### src/rtl/usbtx_pkg.sv
package usbtx_pkg;

   localparam logic [1:0] ADDR_DATA = 2'd0;
   localparam logic [1:0] ADDR_CMD  = 2'd1;
   localparam logic [1:0] ADDR_STAT = 2'd2;

   // command register, bit 0 first from the right
   typedef struct packed {
      logic       ign_iso;
      logic [1:0] wlim;
      logic       refill;
      logic       flush;
      logic       toggle;
      logic       last;
      logic       tx_en;
   } txcmd_t;

   typedef enum logic [1:0] {
      SQ_IDLE = 2'd0,
      SQ_SEND = 2'd1,
      SQ_FIN  = 2'd2
   } seq_state_e;

endpackage

### src/rtl/usbtx_fifo.sv
module usbtx_fifo #(
   parameter int DEPTH = 32,
   parameter int DW    = 8
) (
   input  logic                       clk,
   input  logic                       rst_n,
   input  logic                       push,
   input  logic [DW-1:0]              wdata,
   input  logic                       pop,
   input  logic                       clear,
   input  logic                       save,
   input  logic                       reload,
   output logic [DW-1:0]              head,
   output logic [$clog2(DEPTH):0]     count,
   output logic                       full,
   output logic                       empty
);
   localparam int AW = $clog2(DEPTH);
   localparam int PW = AW + 1;

   if (DEPTH < 2 || (1 << AW) != DEPTH) begin : g_bad_depth
      $error("usbtx_fifo: DEPTH must be a power of two of at least 2");
   end

   logic [PW-1:0] wr_q, rd_q, save_q;
   logic [DW-1:0] slots [DEPTH];
   logic          push_ok;

   assign push_ok = push && !full;

   for (genvar i = 0; i < DEPTH; i++) begin : g_slot
      logic [DW-1:0] q;
      always_ff @(posedge clk) begin
         if (push_ok && wr_q[AW-1:0] == AW'(i)) q <= wdata;
      end
      assign slots[i] = q;
   end

   always_ff @(posedge clk) begin
      if (!rst_n || clear) begin
         wr_q   <= '0;
         rd_q   <= '0;
         save_q <= '0;
      end else begin
         if (push_ok) wr_q <= wr_q + 1'b1;
         if (reload)   rd_q <= save_q;
         else if (pop) rd_q <= rd_q + 1'b1;
         if (save)     save_q <= rd_q;
      end
   end

   assign count = wr_q - rd_q;
   assign full  = (count == PW'(DEPTH));
   assign empty = (count == '0);
   assign head  = slots[rd_q[AW-1:0]];

endmodule

### src/rtl/usbtx_warn.sv
module usbtx_warn #(
   parameter int DEPTH     = 32,
   parameter int WARN_BASE = 4,
   parameter bit WARN_REG  = 1'b0
) (
   input  logic                   clk,
   input  logic                   rst_n,
   input  logic                   en,
   input  logic [1:0]             code,
   input  logic [$clog2(DEPTH):0] count,
   output logic                   warn
);
   localparam int PW = $clog2(DEPTH) + 1;

   if (WARN_BASE < 1 || (WARN_BASE << 2) > DEPTH) begin : g_bad_base
      $error("usbtx_warn: WARN_BASE*4 must fit within DEPTH");
   end

   logic [PW-1:0] lim;
   logic          raw;

   always_comb begin
      lim = '0;
      if (code != 2'd0) lim = PW'(WARN_BASE) << (code - 2'd1);
   end

   assign raw = en && (code != 2'd0) && (count <= lim);

   if (WARN_REG) begin : g_reg
      logic warn_q;
      always_ff @(posedge clk) begin
         if (!rst_n) warn_q <= 1'b0;
         else        warn_q <= raw;
      end
      assign warn = warn_q;
   end else begin : g_comb
      assign warn = raw;
   end

endmodule

### src/rtl/usbtx_seq.sv
module usbtx_seq
   import usbtx_pkg::*;
#(
   parameter int DW = 8
) (
   input  logic          clk,
   input  logic          rst_n,
   input  txcmd_t        cmd,
   input  logic          iso_mode,
   input  logic          frame_lsb,
   input  logic          in_tok,
   input  logic          sof_evt,
   input  logic          stall_evt,
   input  logic          fifo_empty,
   input  logic [DW-1:0] fifo_head,
   output logic          fifo_pop,
   output logic          tx_valid,
   input  logic          tx_ready,
   output logic [DW-1:0] tx_data,
   output logic          tx_eop,
   output logic          tx_abort,
   output logic          pkt_done,
   output logic          stall_clr,
   output logic          iso_flush,
   output logic          flush_ack,
   output logic          refill_ack,
   output logic          urun_evt
);
   seq_state_e state_q, state_d;
   logic       abort_q, armed_q, armed_d;
   logic       idle, gate_ok, parity_ok, start;

   assign idle      = (state_q == SQ_IDLE);
   assign parity_ok = (frame_lsb == cmd.toggle);
   assign gate_ok   = !iso_mode || cmd.ign_iso || parity_ok;

   assign stall_clr  = idle && cmd.tx_en && stall_evt;
   assign start      = idle && cmd.tx_en && in_tok && !stall_evt && gate_ok;
   assign iso_flush  = idle && cmd.tx_en && sof_evt && armed_q && !stall_evt && !start;
   assign flush_ack  = idle && cmd.flush && !start;
   assign refill_ack = idle && cmd.refill && !start && !cmd.flush && !iso_flush;

   assign armed_d = idle && !start && !iso_flush && iso_mode && !cmd.ign_iso &&
                    cmd.tx_en && !stall_evt && (armed_q || parity_ok);

   assign urun_evt = (state_q == SQ_SEND) && fifo_empty && !cmd.last;

   always_comb begin
      state_d  = state_q;
      tx_valid = 1'b0;
      tx_data  = '0;
      tx_eop   = 1'b0;
      tx_abort = 1'b0;
      fifo_pop = 1'b0;
      pkt_done = 1'b0;
      unique case (state_q)
         SQ_IDLE: if (start) state_d = SQ_SEND;
         SQ_SEND: begin
            if (fifo_empty) begin
               state_d = SQ_FIN;
            end else begin
               tx_valid = 1'b1;
               tx_data  = fifo_head;
               fifo_pop = tx_ready;
            end
         end
         SQ_FIN: begin
            tx_valid = 1'b1;
            tx_eop   = 1'b1;
            tx_abort = abort_q;
            if (tx_ready) begin
               pkt_done = 1'b1;
               state_d  = SQ_IDLE;
            end
         end
         default: state_d = SQ_IDLE;
      endcase
   end

   always_ff @(posedge clk) begin
      if (!rst_n) begin
         state_q <= SQ_IDLE;
         abort_q <= 1'b0;
         armed_q <= 1'b0;
      end else begin
         state_q <= state_d;
         armed_q <= armed_d;
         if (state_q == SQ_SEND && fifo_empty) abort_q <= !cmd.last;
      end
   end

endmodule

### src/rtl/usb_tx_ep_ctrl.sv
module usb_tx_ep_ctrl
   import usbtx_pkg::*;
#(
   parameter int DEPTH     = 32,
   parameter int WARN_BASE = 4,
   parameter bit WARN_REG  = 1'b0
) (
   input  logic       clk,
   input  logic       rst_n,
   input  logic       reg_wr,
   input  logic       reg_rd,
   input  logic [1:0] reg_addr,
   input  logic [7:0] reg_wdata,
   output logic [7:0] reg_rdata,
   input  logic       iso_mode,
   input  logic       frame_lsb,
   input  logic       in_tok,
   input  logic       sof_evt,
   input  logic       stall_evt,
   output logic       tx_valid,
   input  logic       tx_ready,
   output logic [7:0] tx_data,
   output logic       tx_eop,
   output logic       tx_abort,
   output logic       tx_pid1,
   output logic       tx_warn
);
   localparam int DW = 8;
   localparam int PW = $clog2(DEPTH) + 1;

   txcmd_t        cmd_q, cmd_d, cmd_w;
   logic          done_q, urun_q, ovf_q;
   logic          wr_cmd, wr_data, rd_stat, save;
   logic          fifo_pop, fifo_full, fifo_empty;
   logic [DW-1:0] fifo_head;
   logic [PW-1:0] fifo_count;
   logic          pkt_done, stall_clr, iso_flush, flush_ack, refill_ack, urun_evt;

   assign cmd_w   = txcmd_t'(reg_wdata);
   assign wr_cmd  = reg_wr && (reg_addr == ADDR_CMD);
   assign wr_data = reg_wr && (reg_addr == ADDR_DATA);
   assign rd_stat = reg_rd && (reg_addr == ADDR_STAT);
   assign save    = wr_cmd && cmd_w.last && !cmd_q.last;

   usbtx_fifo #(.DEPTH(DEPTH), .DW(DW)) u_fifo (
      .clk    (clk),
      .rst_n  (rst_n),
      .push   (wr_data),
      .wdata  (reg_wdata),
      .pop    (fifo_pop),
      .clear  (flush_ack || iso_flush),
      .save   (save),
      .reload (refill_ack),
      .head   (fifo_head),
      .count  (fifo_count),
      .full   (fifo_full),
      .empty  (fifo_empty)
   );

   usbtx_seq #(.DW(DW)) u_seq (
      .clk        (clk),
      .rst_n      (rst_n),
      .cmd        (cmd_q),
      .iso_mode   (iso_mode),
      .frame_lsb  (frame_lsb),
      .in_tok     (in_tok),
      .sof_evt    (sof_evt),
      .stall_evt  (stall_evt),
      .fifo_empty (fifo_empty),
      .fifo_head  (fifo_head),
      .fifo_pop   (fifo_pop),
      .tx_valid   (tx_valid),
      .tx_ready   (tx_ready),
      .tx_data    (tx_data),
      .tx_eop     (tx_eop),
      .tx_abort   (tx_abort),
      .pkt_done   (pkt_done),
      .stall_clr  (stall_clr),
      .iso_flush  (iso_flush),
      .flush_ack  (flush_ack),
      .refill_ack (refill_ack),
      .urun_evt   (urun_evt)
   );

   usbtx_warn #(.DEPTH(DEPTH), .WARN_BASE(WARN_BASE), .WARN_REG(WARN_REG)) u_warn (
      .clk   (clk),
      .rst_n (rst_n),
      .en    (cmd_q.tx_en),
      .code  (cmd_q.wlim),
      .count (fifo_count),
      .warn  (tx_warn)
   );

   // hardware updates first, a firmware write then overrides the plain fields
   always_comb begin
      cmd_d = cmd_q;
      if (pkt_done || iso_flush) begin
         cmd_d.tx_en = 1'b0;
         cmd_d.last  = 1'b0;
      end
      if (stall_clr)  cmd_d.tx_en  = 1'b0;
      if (flush_ack)  cmd_d.flush  = 1'b0;
      if (refill_ack) cmd_d.refill = 1'b0;
      if (wr_cmd) begin
         cmd_d.tx_en   = cmd_w.tx_en;
         cmd_d.last    = cmd_w.last;
         cmd_d.toggle  = cmd_w.toggle;
         cmd_d.wlim    = cmd_w.wlim;
         cmd_d.ign_iso = cmd_w.ign_iso;
         cmd_d.flush   = cmd_d.flush  | cmd_w.flush;
         cmd_d.refill  = cmd_d.refill | cmd_w.refill;
      end
   end

   always_ff @(posedge clk) begin
      if (!rst_n) begin
         cmd_q  <= '0;
         done_q <= 1'b0;
         urun_q <= 1'b0;
         ovf_q  <= 1'b0;
      end else begin
         cmd_q  <= cmd_d;
         done_q <= (done_q && !rd_stat) || pkt_done || iso_flush;
         urun_q <= (urun_q && !rd_stat) || urun_evt;
         ovf_q  <= (ovf_q  && !rd_stat) || (wr_data && fifo_full);
      end
   end

   always_comb begin
      unique case (reg_addr)
         ADDR_CMD:  reg_rdata = cmd_q;
         ADDR_STAT: reg_rdata = {4'b0, tx_warn, ovf_q, urun_q, done_q};
         default:   reg_rdata = '0;
      endcase
   end

   assign tx_pid1 = !iso_mode && cmd_q.toggle;

endmodule

### config.mk
export PLATFORM = sky130hd
export DESIGN_NAME = usb_tx_ep_ctrl
export DESIGN_NICKNAME = d
export VERILOG_FILES = /design/src/rtl/usbtx_pkg.sv /design/src/rtl/usbtx_fifo.sv /design/src/rtl/usbtx_warn.sv /design/src/rtl/usbtx_seq.sv /design/src/rtl/usb_tx_ep_ctrl.sv
export SDC_FILE = /design/constraint.sdc
export NUM_CORES = 1
export LEC_CHECK = 0
export ABC_CLOCK_PERIOD_IN_PS = 5900
export CAP_MARGIN = 20
export CORE_ASPECT_RATIO = 1.25
export CORE_MARGIN = 5
export CORE_UTILIZATION = 39
export CTS_BUF_LIST = sky130_fd_sc_hd__clkbuf_8
export DETAILED_ROUTE_END_ITERATION = 7
export GPL_TIMING_DRIVEN = 0
export PLACE_DENSITY = 0.53
export SLEW_MARGIN = 25
export SYNTH_ARGS = -nofsm -noshare
export SYNTH_HDL_FRONTEND = slang
export SYNTH_HIERARCHICAL = 1
export SYNTH_SLANG_ARGS = --single-unit
### constraint.sdc
create_clock -name clk -period 5.9 [get_ports clk]
set_input_delay 1.18 -clock clk [delete_from_list [all_inputs] [get_ports clk]]
set_output_delay 1.18 -clock clk [all_outputs]
set_load 0.02 [all_outputs]
==> reports/qor.txt <==
status: complete, no violations
crit path time final: 5.586 ns
Sink Count: 289
vias: 6600
main combinational cell family by area after synthesis: multiplexers
most used cell, CP: nor2b_1
Max Clock Skew: 0.02635 ns
r2r worst-path depth: 18
via count of the first global-routing pass: 7066
max-slew violation count: 0
Worst-Margin Slew: 0.9666 ns
worst skew pair latency: 0.56 ns
CP Cell Sequence: clkbuf_2 -> buf_12 -> inv_1 -> ha_1 -> nor2b_1 -> o221a_2 -> a31o_2 -> or2_2 -> nor3b_1 -> nor2b_1 -> clkbuf_1 -> and2_1 -> clkdlybuf4s50_1
hold-fix buffers at CTS: 0
met2 usage: 29.55%
Post-Synth Adder-Cell Area: 2.516%
max cap viols: 0
largest net degree at the start of global routing: 34
Critical Path Fanout Max: 19
Syn Inst Count: 707
TritonCTS Buffers: 43
EDFF count, synth: 256
Async SR Flop Fraction: 0%
core footprint: 0.03099 sq mm
die width: 168.4 um
Worst Hold Path Cells: 2
CP required: 4.72 ns
switching share of power: 22.41%
Worst Path Arrival: 4.41 ns
Pre-antenna DRT Iters: 5
complex-gate fraction of the synthesized area: 3.437%
Area Overhead vs Synth: 13.83%
DRT iter0 DRCs: 412
die area: 0.03503 sq mm
XOR/XNOR Fraction of Synth Area: 0.7773%
clk slew on worst S/H paths: 0.06 ns
grt peak-use layer: met2
htree depth: 2
Comb pwr share: 5.6%
Post-Syn Area: 0.01223 sq mm
endpoints failing setup: 0
sequential share of power: 56.8%
root buffer cell: clkbuf_8
Filler cells: 2703
mux contribution to synthesized area: 15.71%
fin crit share: 94.67%
Slowest cell on crit path: nor3b_1
unrepaired setup endpoints after global routing: no
Hold Path Class: register to register
port bufs: 40
# IOs: 41
Slew HR: 35.32%
post-synth top area cell: edfxtp_1
routability cong.: 0.8380
Avg Inst Size Synth: 17.30 sq um
Synth top cells by count: 256 x edfxtp_1, 80 x mux4_2, 55 x nor2_1
PD cells: 283.8 mW/mm^2
Placement Rows: 72
Clock Path Buffers: 3
post-synthesis sequential area ratio: 68.24%
CTS tree: yes
Syn Nets: 751
Clk pwr share: 37.6%
DRC: 0
crit end category: output pin
Sum Neg Setup Slack: 0 ns
Ys Warns: 6
DP Area: 0.01313 sq mm
leakage power: 0.004551 uW
total gr overflow: 0
#FFs+latches synth: 289
Yosys cell types: 56
top post-synthesis cells by area: edfxtp_1 63%, mux4_2 15%, dfxtp_1 5.4%
initial antenna violation count: 0
Final ANT Viol Nets: 0
fin nets: 836
Simple-Gate Fraction of Synth Area: 7.211%
DP Wirelength: 19.24 mm
Worst Setup Path Type: register to output pin
Initial Util: 39.47%
Diodes inserted: 0
count leader, synth: edfxtp_1
Worst VDD drop: 0.0001321 V
met1 track demand over resource: 20.00%
global-route wire length before repair: 43.21 mm
Critical Path Max Stage Delay: 0.54 ns
Top FF cell, synth: edfxtp_1
share of the synthesized area in the top cell type: 62.84%
design area: 0.01392 sq mm
met3 usage: 2.829%
FMAX: 179.0 MHz
Global Route Usage Sum: 16.35%
fraction of layout cells with a size suffix above 1: 21.72%
Internal: 3066 uW
Die Span Y: 208.0 um
P_sw: 885.7 uW
vias per std cell: 5.361
routed wire length: 28.46 mm
Final Hold Vio Count: 0
wire length per cell: 23.12 um
Setup crit start kind: register
-- state kept, by name (all words and copies together) (netlist names) --
signal           flops
cmd_q                8
done_q               1
ovf_q                1
u_fifo/g_slot.q    256
u_fifo/rd_q          6
u_fifo/save_q        6
u_fifo/wr_q          6
u_seq/abort_q        1
u_seq/armed_q        1
u_seq/state_q        2
urun_q               1
-- layout make-up --
| cell class | instances | area (sq um) | area share, % |
|---|---|---|---|
| clock buffer | 44 | 605.6 | 4.349 |
| multi-input combinational | 363 | 3631 | 26.08 |
| inverter | 22 | 82.58 | 0.5930 |
| sequential | 289 | 8348 | 59.95 |
| clock inverter | 33 | 171.4 | 1.231 |
| buffer | 32 | 186.4 | 1.339 |
| tap | 407 | 509.2 | 3.657 |
| timing repair buffer | 41 | 390.4 | 2.803 |
-- layer usage --
| layer | vias to the layer above | wire, um |
|---|---|---|
| met5 | - | 0 |
| met4 | 0 | 630 |
| met3 | 39 | 1149 |
| met2 | 169 | 15340 |
| met1 | 3455 | 11340 |
| li1 | 2937 | - |
-- logic make-up (layout without fill, tap and decap cells) --
| logic type | Yosys count | count (layout) |
|---|---|---|
| compound gates | 55 | 55 |
| xor+xnor | 10 | 10 |
| fa+ha+maj | 24 | 24 |
| buf+inv | 55 | 172 |
| flops | 289 | 289 |
| mux | 92 | 92 |
| other cells | 1 | 1 |
| simple gates | 181 | 181 |
-- path summary, 6_finish.rpt --
check,to,slack [ns],start
hold / removal,u_seq/state_q[1]$_SDFFE_PN0P_,0.49,u_seq/state_q[1]$_SDFFE_PN0P_
setup reg to reg,u_fifo/rd_q[5]$_SDFFE_PP0P_,1.75,u_fifo/rd_q[1]$_SDFFE_PP0P_
hold reg to reg,u_seq/state_q[1]$_SDFFE_PN0P_,0.49,u_seq/state_q[1]$_SDFFE_PN0P_
setup / recovery,tx_data[0],0.31,u_fifo/rd_q[1]$_SDFFE_PP0P_
-- power by group through the flow --
stage                     registers, uW  logic [uW]  clock network [uW]
after floorplan                    2280         131                   0
after global placement             2290         221                   0
after detailed placement           2290         226                   0
after CTS                          2240         227                1540
after global routing               2240         245                1630
final                              2240         223                1490
-- metrics by stage --
stage               total power, uW  hold slack, ns  worst slack, ns  util (%)  std cells
finish                         3952          0.4903           0.3143     44.93       1231
global route                   4119          0.5168          0.01231     44.93       1231
CTS                            4010          0.4926        0.0008158     44.88       1231
detailed placement             2512          0.4751           0.1290     42.37       1155
global placement               2509          0.4649           0.1575     42.41       1154
floorplan                      2415          0.4515            1.018         -        707
-- critical path, delay by kind of cell, from the launching register on --
family / cells / cell delay, ns
AO/OA/AOI/OAI: 2 / 0.54
adder cells (fa/ha/maj): 1 / 0.27
buffers and inverters: 5 / 1.34
flip-flops: 1 / 0.33
AND/OR/NAND/NOR: 5 / 1.38
-- timing repair --
action,4_1_cts,5_1_grt
buffers inserted,0,0
endpoints found under the hold margin,0,0
resized for setup,3,6
endpoints found under the setup margin,11,10
-- placed cells by master, fill, tap and decap left out, types with 4 or more instances in the layout --
| cell type | synthesis | layout |
|---|---|---|
| and2_1 | 19 | 19 |
| nand2_1 | 48 | 48 |
| clkdlybuf4s50_1 | 0 | 31 |
| inv_1 | 21 | 31 |
| and3_1 | 8 | 8 |
| clkbuf_1 | 18 | 16 |
| xnor2_1 | 7 | 7 |
| nand3_1 | 10 | 10 |
| ha_1 | 23 | 23 |
| nand4_1 | 8 | 8 |
| clkinv_1 | 0 | 10 |
| a21bo_2 | 5 | 5 |
| nand2b_1 | 7 | 7 |
| edfxtp_1 | 256 | 256 |
| buf_2 | 8 | 13 |
| clkinv_2 | 0 | 10 |
| a22oi_1 | 5 | 5 |
| nor2b_1 | 10 | 10 |
| buf_6 | 5 | 5 |
| nor2_1 | 55 | 55 |
| a21oi_1 | 17 | 17 |
| dfxtp_1 | 33 | 33 |
| o21ai_0 | 4 | 4 |
| mux2i_1 | 12 | 12 |
| clkbuf_8 | 0 | 44 |
| mux4_2 | 80 | 80 |
Power figures use the tool's default switching activity.
